File: config.mk
export PLATFORM = sky130hd
export DESIGN_NAME = tim_chpair
export DESIGN_NICKNAME = d
export VERILOG_FILES = /design/src/rtl/tim_chpair_pkg.sv /design/src/rtl/tim_chpair_sync.sv /design/src/rtl/tim_chpair_chan.sv /design/src/rtl/tim_chpair.sv
export SDC_FILE = /design/constraint.sdc
export NUM_CORES = 1
export LEC_CHECK = 0
export CORE_MARGIN = 4
export CORE_UTILIZATION = 58
export CTS_CLUSTER_SIZE = 24
export DETAILED_ROUTE_END_ITERATION = 16
export DONT_BUFFER_PORTS = 1
export PLACE_DENSITY = 0.76
export SLEW_MARGIN = 10
export SYNTH_ARGS = -nofsm -noshare
export SYNTH_HDL_FRONTEND = slang
export SYNTH_SLANG_ARGS = --single-unit
File: constraint.sdc
create_clock -name clk -period 1.84 [get_ports clk]
set_clock_uncertainty 0.15 [all_clocks]
set_input_delay 0.368 -clock clk [delete_from_list [all_inputs] [get_ports clk]]
set_output_delay 0.368 -clock clk [all_outputs]
set_load 0.05 [all_outputs]
File: src/rtl/tim_chpair_pkg.sv
package tim_chpair_pkg;

   typedef struct packed {
      logic mode_hi;
      logic mode_lo;
      logic lvl_hi;
      logic lvl_lo;
   } chcfg_t;

   typedef enum logic [1:0] {
      ACT_OFF    = 2'b00,
      ACT_TOGGLE = 2'b01,
      ACT_LOW    = 2'b10,
      ACT_HIGH   = 2'b11
   } cmp_act_t;

   function automatic logic pin_linked(chcfg_t c);
      return c.lvl_hi | c.lvl_lo;
   endfunction

   function automatic logic is_capture(chcfg_t c);
      return !c.mode_hi && !c.mode_lo && pin_linked(c);
   endfunction

   function automatic logic is_compare(chcfg_t c);
      return (c.mode_hi | c.mode_lo) && pin_linked(c);
   endfunction

endpackage

File: src/rtl/tim_chpair_sync.sv
module tim_chpair_sync #(
   parameter int STAGES = 2
) (
   input  logic clk,
   input  logic rst_n,
   input  logic pin,
   output logic rise,
   output logic fall
);
   logic [STAGES:0] shr;

   always_ff @(posedge clk or negedge rst_n) begin
      if (!rst_n) shr <= '0;
      else        shr <= {shr[STAGES-1:0], pin};
   end

   assign rise =  shr[STAGES-1] & ~shr[STAGES];
   assign fall = ~shr[STAGES-1] &  shr[STAGES];
endmodule

File: src/rtl/tim_chpair_chan.sv
module tim_chpair_chan
   import tim_chpair_pkg::*;
#(
   parameter int CNT_W = 16
) (
   input  logic             clk,
   input  logic             rst_n,
   input  logic             cfg_we,
   input  chcfg_t           cfg_wdata,
   input  logic             val_we,
   input  logic [CNT_W-1:0] val_wdata,
   input  logic             flag_clr,
   input  logic [CNT_W-1:0] cnt_val,
   input  logic             cnt_tick,
   input  logic             cnt_ovf,
   input  logic             rise,
   input  logic             fall,
   input  logic [CNT_W-1:0] cmp_val,
   input  logic [CNT_W-1:0] cmp_wrap,
   input  logic             yield_pin,
   output chcfg_t           cfg,
   output logic [CNT_W-1:0] val,
   output logic             flag,
   output logic             pin_out,
   output logic             pin_oe
);
   logic     cap_hit, cmp_on, match, wrap;
   cmp_act_t act;

   assign act     = cmp_act_t'({cfg.lvl_hi, cfg.lvl_lo});
   assign cmp_on  = is_compare(cfg);
   assign cap_hit = is_capture(cfg) && ((cfg.lvl_lo && rise) || (cfg.lvl_hi && fall));
   assign match   = cmp_on && cnt_tick && (cnt_val == cmp_val);
   assign wrap    = cmp_on && cnt_tick && cnt_ovf && (act != ACT_TOGGLE);

   always_ff @(posedge clk or negedge rst_n) begin
      if (!rst_n) begin
         cfg  <= '0;
         val  <= '0;
         flag <= 1'b0;
      end else begin
         if (cfg_we) cfg <= cfg_wdata;
         if (cap_hit)     val <= cnt_val;
         else if (val_we) val <= val_wdata;
         if (cap_hit || match) flag <= 1'b1;
         else if (flag_clr)    flag <= 1'b0;
      end
   end

   always_ff @(posedge clk or negedge rst_n) begin
      if (!rst_n) begin
         pin_out <= 1'b1;
      end else if (!pin_linked(cfg)) begin
         pin_out <= ~cfg.mode_lo;
      end else if (wrap) begin
         if (cmp_wrap == '0) pin_out <= (act == ACT_HIGH);
         else                pin_out <= (act == ACT_LOW);
      end else if (match) begin
         case (act)
            ACT_TOGGLE: pin_out <= ~pin_out;
            ACT_LOW:    pin_out <= 1'b0;
            ACT_HIGH:   pin_out <= 1'b1;
            default:    pin_out <= pin_out;
         endcase
      end
   end

   assign pin_oe = cmp_on && !yield_pin;
endmodule

File: src/rtl/tim_chpair.sv
module tim_chpair
   import tim_chpair_pkg::*;
#(
   parameter int CNT_W       = 16,
   parameter int SYNC_STAGES = 2
) (
   input  logic               clk,
   input  logic               rst_n,
   input  logic [CNT_W-1:0]   cnt_val,
   input  logic               cnt_tick,
   input  logic               cnt_ovf,
   input  logic               cnt_halted,
   input  logic [1:0]         cfg_we,
   input  logic [7:0]         cfg_wdata,
   input  logic [1:0]         val_we,
   input  logic [2*CNT_W-1:0] val_wdata,
   input  logic [1:0]         flag_clr,
   input  logic [1:0]         pin_in,
   output logic [2*CNT_W-1:0] val_rdata,
   output logic [1:0]         flag,
   output logic [1:0]         pin_out,
   output logic [1:0]         pin_oe,
   output logic               mode_err,
   output logic               cfg_err
);
   localparam int NCH = 2;
   localparam int CFG_W = $bits(chcfg_t);

   if (CNT_W < 2) begin : g_bad_width
      $error("tim_chpair: CNT_W must be at least 2");
   end
   if (SYNC_STAGES < 2) begin : g_bad_sync
      $error("tim_chpair: SYNC_STAGES must be at least 2");
   end

   chcfg_t           cfg_q   [NCH];
   logic [CNT_W-1:0] val_q   [NCH];
   logic [CNT_W-1:0] cmp_sel [NCH];
   logic [CNT_W-1:0] cmp_nxt [NCH];
   logic [NCH-1:0]   rise, fall, yield, ms_chg;

   logic             buf_on, last_wr1;
   logic [CNT_W-1:0] buf_act, buf_next;

   assign buf_on   = cfg_q[0].mode_hi && pin_linked(cfg_q[0]);
   assign buf_next = last_wr1 ? val_q[1] : val_q[0];

   always_ff @(posedge clk or negedge rst_n) begin
      if (!rst_n) begin
         last_wr1 <= 1'b0;
         buf_act  <= '0;
      end else begin
         if (val_we[1])      last_wr1 <= 1'b1;
         else if (val_we[0]) last_wr1 <= 1'b0;
         if (buf_on && cnt_tick && cnt_ovf) buf_act <= buf_next;
      end
   end

   for (genvar i = 0; i < NCH; i++) begin : g_ch
      if (i == 0) begin : g_bufsrc
         assign cmp_sel[i] = buf_on ? buf_act  : val_q[i];
         assign cmp_nxt[i] = buf_on ? buf_next : val_q[i];
         assign yield[i]   = 1'b0;
      end else begin : g_plain
         assign cmp_sel[i] = val_q[i];
         assign cmp_nxt[i] = val_q[i];
         assign yield[i]   = buf_on;
      end

      assign ms_chg[i] = cfg_we[i] && !cnt_halted &&
                         (cfg_wdata[CFG_W*i+2 +: 2] != {cfg_q[i].mode_hi, cfg_q[i].mode_lo});

      tim_chpair_sync #(.STAGES(SYNC_STAGES)) u_sync (
         .clk  (clk),
         .rst_n(rst_n),
         .pin  (pin_in[i]),
         .rise (rise[i]),
         .fall (fall[i])
      );

      tim_chpair_chan #(.CNT_W(CNT_W)) u_chan (
         .clk      (clk),
         .rst_n    (rst_n),
         .cfg_we   (cfg_we[i]),
         .cfg_wdata(chcfg_t'(cfg_wdata[CFG_W*i +: CFG_W])),
         .val_we   (val_we[i]),
         .val_wdata(val_wdata[CNT_W*i +: CNT_W]),
         .flag_clr (flag_clr[i]),
         .cnt_val  (cnt_val),
         .cnt_tick (cnt_tick),
         .cnt_ovf  (cnt_ovf),
         .rise     (rise[i]),
         .fall     (fall[i]),
         .cmp_val  (cmp_sel[i]),
         .cmp_wrap (cmp_nxt[i]),
         .yield_pin(yield[i]),
         .cfg      (cfg_q[i]),
         .val      (val_q[i]),
         .flag     (flag[i]),
         .pin_out  (pin_out[i]),
         .pin_oe   (pin_oe[i])
      );

      assign val_rdata[CNT_W*i +: CNT_W] = val_q[i];
   end

   always_ff @(posedge clk or negedge rst_n) begin
      if (!rst_n) mode_err <= 1'b0;
      else        mode_err <= |ms_chg;
   end

   assign cfg_err = !cfg_q[0].mode_hi && cfg_q[0].mode_lo && cfg_q[1].mode_lo &&
                    pin_linked(cfg_q[0]) && pin_linked(cfg_q[1]);
endmodule

-- After elaboration in Yosys (flattened, before gate mapping)
Cells that the tools add are included.
- flip-flop bits (word level): 68
- output and inout bits: 40
- bits in latches: 0
- memories: 0
- bits in writable memories: 0
- input port bits: 69
- bits in read-only memories: 0
- logic and storage cells: 126
- mux-type cells: 23
- equality and inequality tests: 16
- bitwise gates (word level): 16
- multiply operators: 0
- reductions and logical operators: 52
- shift operators: 0
- order comparisons: 0
- divide/modulo/power cells: 0
- $add $sub $neg: 0
- operator list (cell ; number):
    $mux W16 ; 7
    $eq A16 B16 Y1 ; 2
    $logic_and A1 B1 Y1 ; 32
    $logic_not A16 Y1 ; 2
    $mux W1 ; 14
    $ne A5 B1 Y1 const B ; 2
    $reduce_bool A2 Y1 ; 5
    $eq A2 B2 Y1 const B ; 4
    $not A1 Y1 ; 8
    $logic_not A1 Y1 ; 6
    $ne A3 B1 Y1 const B ; 2
    $pmux W1 S3 ; 2
    $and A1 B1 Y1 ; 4
    $eq A2 B1 Y1 const B ; 2
    $logic_or A1 B1 Y1 ; 4
    $ne A2 B1 Y1 const B ; 2
    $ne A2 B2 Y1 ; 2
    $or A1 B1 Y1 ; 4
    $reduce_and A2 Y1 ; 2
    $reduce_or A2 Y1 ; 1

-- Longest topological paths before layout
- depth in word-level cells: 8
- depth in mapped cells: 9
- depth with buffers taken out: 7

-- By module
Synthesis repeated with hierarchy kept, for this count alone.
- cells, all modules: 380
- area total of the unflattened synthesis: 4002.6 um^2
- by module, submodules not included (module ; cells an instance ; seq. area each (um^2) ; instances ; area each (um^2)):
    tim_chpair_chan ; 124 ; 551.8 ; 2 ; 1244.9
    tim_chpair ; 122 ; 450.4 ; 1 ; 1332.5
    tim_chpair_sync ; 5 ; 75.1 ; 2 ; 90.1

-- Worst setup path before layout
No wires, ideal clock.
- path type: register -> output
- from: register g_ch[0].u_chan.cfg[1] (netlist bit)
- to: output cfg_err
- buffers on the path: 1
- cell stages (with the launch flop): 4
- slack: -778 ps
- required time: 1322 ps
- data arrival time: 2100 ps
- path through: dfrtp_1 buf_6 nor2_1 nor4_1
- longest elaborated chain between the ends: 3
- RTL lines (item ; RTL line ; text):
    start: declaration ; tim_chpair_chan.sv:21 ; output chcfg_t cfg,
    start signal: assignment ; tim_chpair_chan.sv:42 ; if (cfg_we) cfg <= cfg_wdata;
    $or A1 B1 Y1 ; tim_chpair_pkg.sv:18 ; return c.lvl_hi | c.lvl_lo;
    $logic_and A1 B1 Y1 ; tim_chpair.sv:112 ; assign cfg_err = !cfg_q[0].mode_hi && cfg_q[0].mode_lo && cfg_q[1].mode_lo &&
    $logic_and A1 B1 Y1 ; tim_chpair.sv:113 ; pin_linked(cfg_q[0]) && pin_linked(cfg_q[1]);
    end: declaration ; tim_chpair.sv:24 ; output logic cfg_err
No other way between the ends.

-- Final worst setup path
- from: register g_ch[0].u_chan.cfg[3] (netlist bit)
- to: register g_ch[0].u_chan.pin_out
- longest elaborated chain between the ends: 7
- elaborated cells on any way between the ends: 17
- those cells by class: eq/ne (3); mux (5); bitwise (1); reduce/logical (8)
- RTL lines (item ; RTL line ; text):
    branches (longest 7 deep; another with $mux W16) ; n/a ;
    end signal: assignment ; tim_chpair_chan.sv:54 ; pin_out <= ~cfg.mode_lo;
    end signal: assignment ; tim_chpair_chan.sv:56 ; if (cmp_wrap == '0) pin_out <= (act == ACT_HIGH);
    end signal: assignment ; tim_chpair_chan.sv:57 ; else pin_out <= (act == ACT_LOW);
    end: declaration ; tim_chpair_chan.sv:24 ; output logic pin_out,
Parallel ways; which one is timed is not known.
A chain may end at the register's enable or synchronous reset.

==> results by group <==
Outcome
  • Status: finished, violations left
  • Failing checks: negative hold slack, negative setup slack

Detailed routing
  • ANT nets after route: 0
  • DRC viols: 0
  • Vias: 3510
  • Post-DR wirelength/cell: 21.49 um
  • Detailed Routing Iterations Pass 1: 5
  • Iter 0 DRT Violations: 190
  • Drt total wl: 12510 um
  • Via-to-Cell Ratio: 6.031

Clock tree
  • H-tree levels: 3
  • Skew-Pair Late Insertion Delay: 0.34 ns
  • Clk Tree Root Cell: clkbuf_8
  • Worst-case clock buffer depth: 2
  • Hold_buf cts: 21
  • Worst-path clk slew: 0.07 ns
  • TritonCTS clock tree: done
  • Num CTS Buffers: 9
  • CTS sink cnt: 68

Global routing
  • Gr usage total: 29.22%
  • Largest net degree at the start of global routing: 69
  • Vias in the first global route: 3608
  • Overflow after GRT: 0
  • First-pass GRT wire length: 18910 um
  • Initial antenna violation count: 0

Power
  • Comb pwr share: 34.8%
  • Worst IR Drop VDD: 0.7394 mV
  • LEAKAGE: 0.002364 uW
  • Sw Share: 37.12%
  • PD cells: 1019 nW/um^2
  • Sequential power share: 39.3%
  • Clock power frac: 25.9%
  • Psw: 1971 uW
  • P_int: 3339 uW

Yosys
  • Post-synth EDFFs: 0
  • Cells after synthesis: 413
  • Synth async-reset ratio: 100.0%
  • Synth Net Count: 482
  • Top_reg_cell synth: dfrtp_1
  • Post-synthesis instance area: 4005 sq um
  • Seq cells post-synth: 68
  • Cell variety after synth: 53
  • Synthesized area per cell: 9.698 sq um
  • YS warnings: 0
  • Seq/Total Area, Yosys: 42.55%

Final layout
  • Ant diodes: 0
  • Final #Nets: 566
  • Layout cells sized above 1: 28.69%
  • Area growth syn-to-layout: 30.18%

Placed design
  • Worst slack, placed: -0.3746 ns
  • HPWL after DPL: 8564 um
  • IO Port Bufs: 0
  • GP Congestion: 0.9044

Floorplanning
  • Core outline area: 6756 sq um
  • Die Y: 91.10 um
  • Starting Density: 59.28%
  • # rows: 30
  • IO Pins: 109
  • Die Footprint: 8299 sq um
  • Die Wd: 91.10 um

STA
  • # setup viols final: 6
  • Max_slew headroom: 66.32%
  • Max Clock Freq: 0.4550 GHz
  • Minimum clock period: 2.198 ns
  • RSZ-0062 raised after global routing: true
  • Part of the cycle the worst path needs: 119.4%
  • PnR worst setup slack: -0.3578 ns
  • Slew Limit Fails: 0
  • Endpoints failing hold: 68
  • Setup TNS: -1.251 ns
  • Final hold slack: -0.4411 ns
  • Worst-Margin Slew: 0.5052 ns

Setup path
  • Worst setup EP type: flip-flop
  • Critical setup path kind: reg -> reg
  • Critical path arrival: 2.29 ns
  • Critical path fanouts, max: 5
  • CP required: 1.93 ns
  • Crit start category: flip-flop

Min path
  • HP Class: in -> async

Run
  • Max-Cap Viols: 0
per-layer routing:
| metal | routed length (um) | up-vias | global-route usage [%] |
|---|---|---|---|
| met1 | 4852 | 1708 | 33.99 |
| met2 | 6498 | 142 | 51.75 |
| met5 | 0 | - | 0 |
| met3 | 795 | 24 | 7.208 |
| li1 | - | 1636 | - |
| met4 | 363 | 0 | 10.93 |
worst max-delay path: stages (launching register included):
cell	delay, ns
dfrtp_2	0.44
buf_4	0.16
o21a_4	0.15
a2111oi_4	0.33
a31oi_1	0.09
o21bai_4	0.20
nor4_4	0.33
o22ai_1	0.13
o31ai_1	0.11
cell usage after synthesis (2+ instances only):
cell	count	share of area [%]
a211o_1	2	0.44
a21oi_1	3	0.37
a221oi_1	2	0.44
a222oi_1	2	0.50
a22oi_1	2	0.37
a311oi_1	2	0.44
a31oi_1	4	0.62
buf_2	3	0.37
buf_4	7	1.3
buf_6	3	0.84
clkbuf_1	16	1.5
dfrtp_1	66	41
dfstp_2	2	1.3
inv_1	18	1.7
mux2_2	7	2.0
mux2i_1	53	13
nand2_1	60	5.6
nand2b_1	6	0.94
nand3_1	3	0.37
nand4_1	4	0.62
nor2_1	9	0.84
nor2b_1	5	0.78
nor3_1	5	0.62
nor4_1	11	1.7
nor4_4	2	1.1
o2111ai_1	2	0.44
o211ai_1	2	0.37
o21ai_0	54	6.7
o22a_1	3	0.66
o22ai_1	5	0.78
o31ai_1	2	0.37
xnor2_1	12	2.6
xor2_1	16	3.5
power groups by stage:
| stage | Clock, uW | Combinational (uW) | Sequential (uW) |
|---|---|---|---|
| floorplan | 0 | 829 | 2400 |
| global placement | 0 | 1610 | 2090 |
| detailed placement | 0 | 1650 | 2100 |
| CTS | 1390 | 1740 | 2070 |
| global route | 1450 | 1970 | 2110 |
| finish | 1380 | 1850 | 2090 |
final cells by class:
type,count,area (sq um)
multi-input combinational,298,2186
sequential,68,1722
timing repair buffer,102,922.1
tap,80,100.1
fill,455,1543
clock buffer,11,141.4
clock inverter,5,75.07
inverter,18,67.56
state kept, by name, summed over array words and instances (netlist names):
register             cells
g_ch.u_chan.cfg          8
g_ch.u_chan.val         32
mode_err                 1
g_ch.u_chan.pin_out      2
g_ch.u_chan.flag         2
g_ch.u_sync.shr          6
last_wr1                 1
buf_act                 16
logic make-up (layout without fill, tap and decap cells):
kind of cell / Yosys count / in the layout / synth area share, %
buffers and inverters: 48 / 136 / 5.842
AOI/OAI and AO/OA: 96 / 97 / 15.81
muxes: 60 / 60 / 15.21
and+or+nand+nor: 112 / 112 / 14.06
xor gates and xnor gates: 29 / 29 / 6.529
DFF: 68 / 68 / 42.55
final timing paths:
check | start | end | slack (ns) | cells past startpoint
min in group clk | cnt_val[12] | g_ch[1].u_chan.val[12] | 0.02 | 2
worst max register to register | g_ch[0].u_chan.cfg[3] | g_ch[0].u_chan.pin_out | -0.36 | 8
worst max-delay path | g_ch[0].u_chan.cfg[3] | g_ch[0].u_chan.pin_out | -0.36 | 8
worst min-delay path | rst_n | g_ch[0].u_chan.cfg[3] | -0.44 | 0
max in group asynchronous | rst_n | g_ch[1].u_chan.pin_out | 1.80 | 0
worst min register to register | g_ch[0].u_sync.shr[0] | g_ch[0].u_sync.shr[1] | 0.20 | 0
placed cells by master, fill, tap and decap left out, types with 4 or more instances in the layout:
cell type	netlist	final
buf_4	7	66
nand2_1	60	60
o21ai_0	54	53
mux2i_1	53	53
dfrtp_1	66	52
dlygate4sd3_1	0	21
inv_1	18	18
xor2_1	16	16
dfrtp_2	0	14
xnor2_1	12	10
clkbuf_8	0	10
buf_6	3	9
nor2_1	9	7
nor4_1	11	7
mux2_2	7	7
nand2b_1	6	6
o22ai_1	5	5
nor2b_1	5	5
buf_12	0	5
a31oi_1	4	4
nand4_1	4	4
through the flow:
stage | util, % | instance area, sq um | cells | power (uW) | hold WS [ns]
2_1_floorplan | - | 4046 | 413 | 3226 | -0.07759
3_3_place_gp | 67.50 | 4561 | 534 | 3703 | -0.07536
3_5_place_dp | 67.50 | 4561 | 534 | 3747 | -0.07474
4_1_cts | 74.65 | 5044 | 573 | 5200 | -0.4524
5_1_grt | 77.17 | 5214 | 582 | 5534 | -0.4635
6_report | 77.17 | 5214 | 582 | 5311 | -0.4411
repair_timing:
item                       4_1_cts  5_1_grt
pin swaps                        8       10
hold endpoints to repair       100       68
gates resized for setup         13       22
gates cloned                     0        1
setup endpoints to repair        6        7
setup buffers                    2        9
Note: power is estimated with default switching activity, not from simulation.
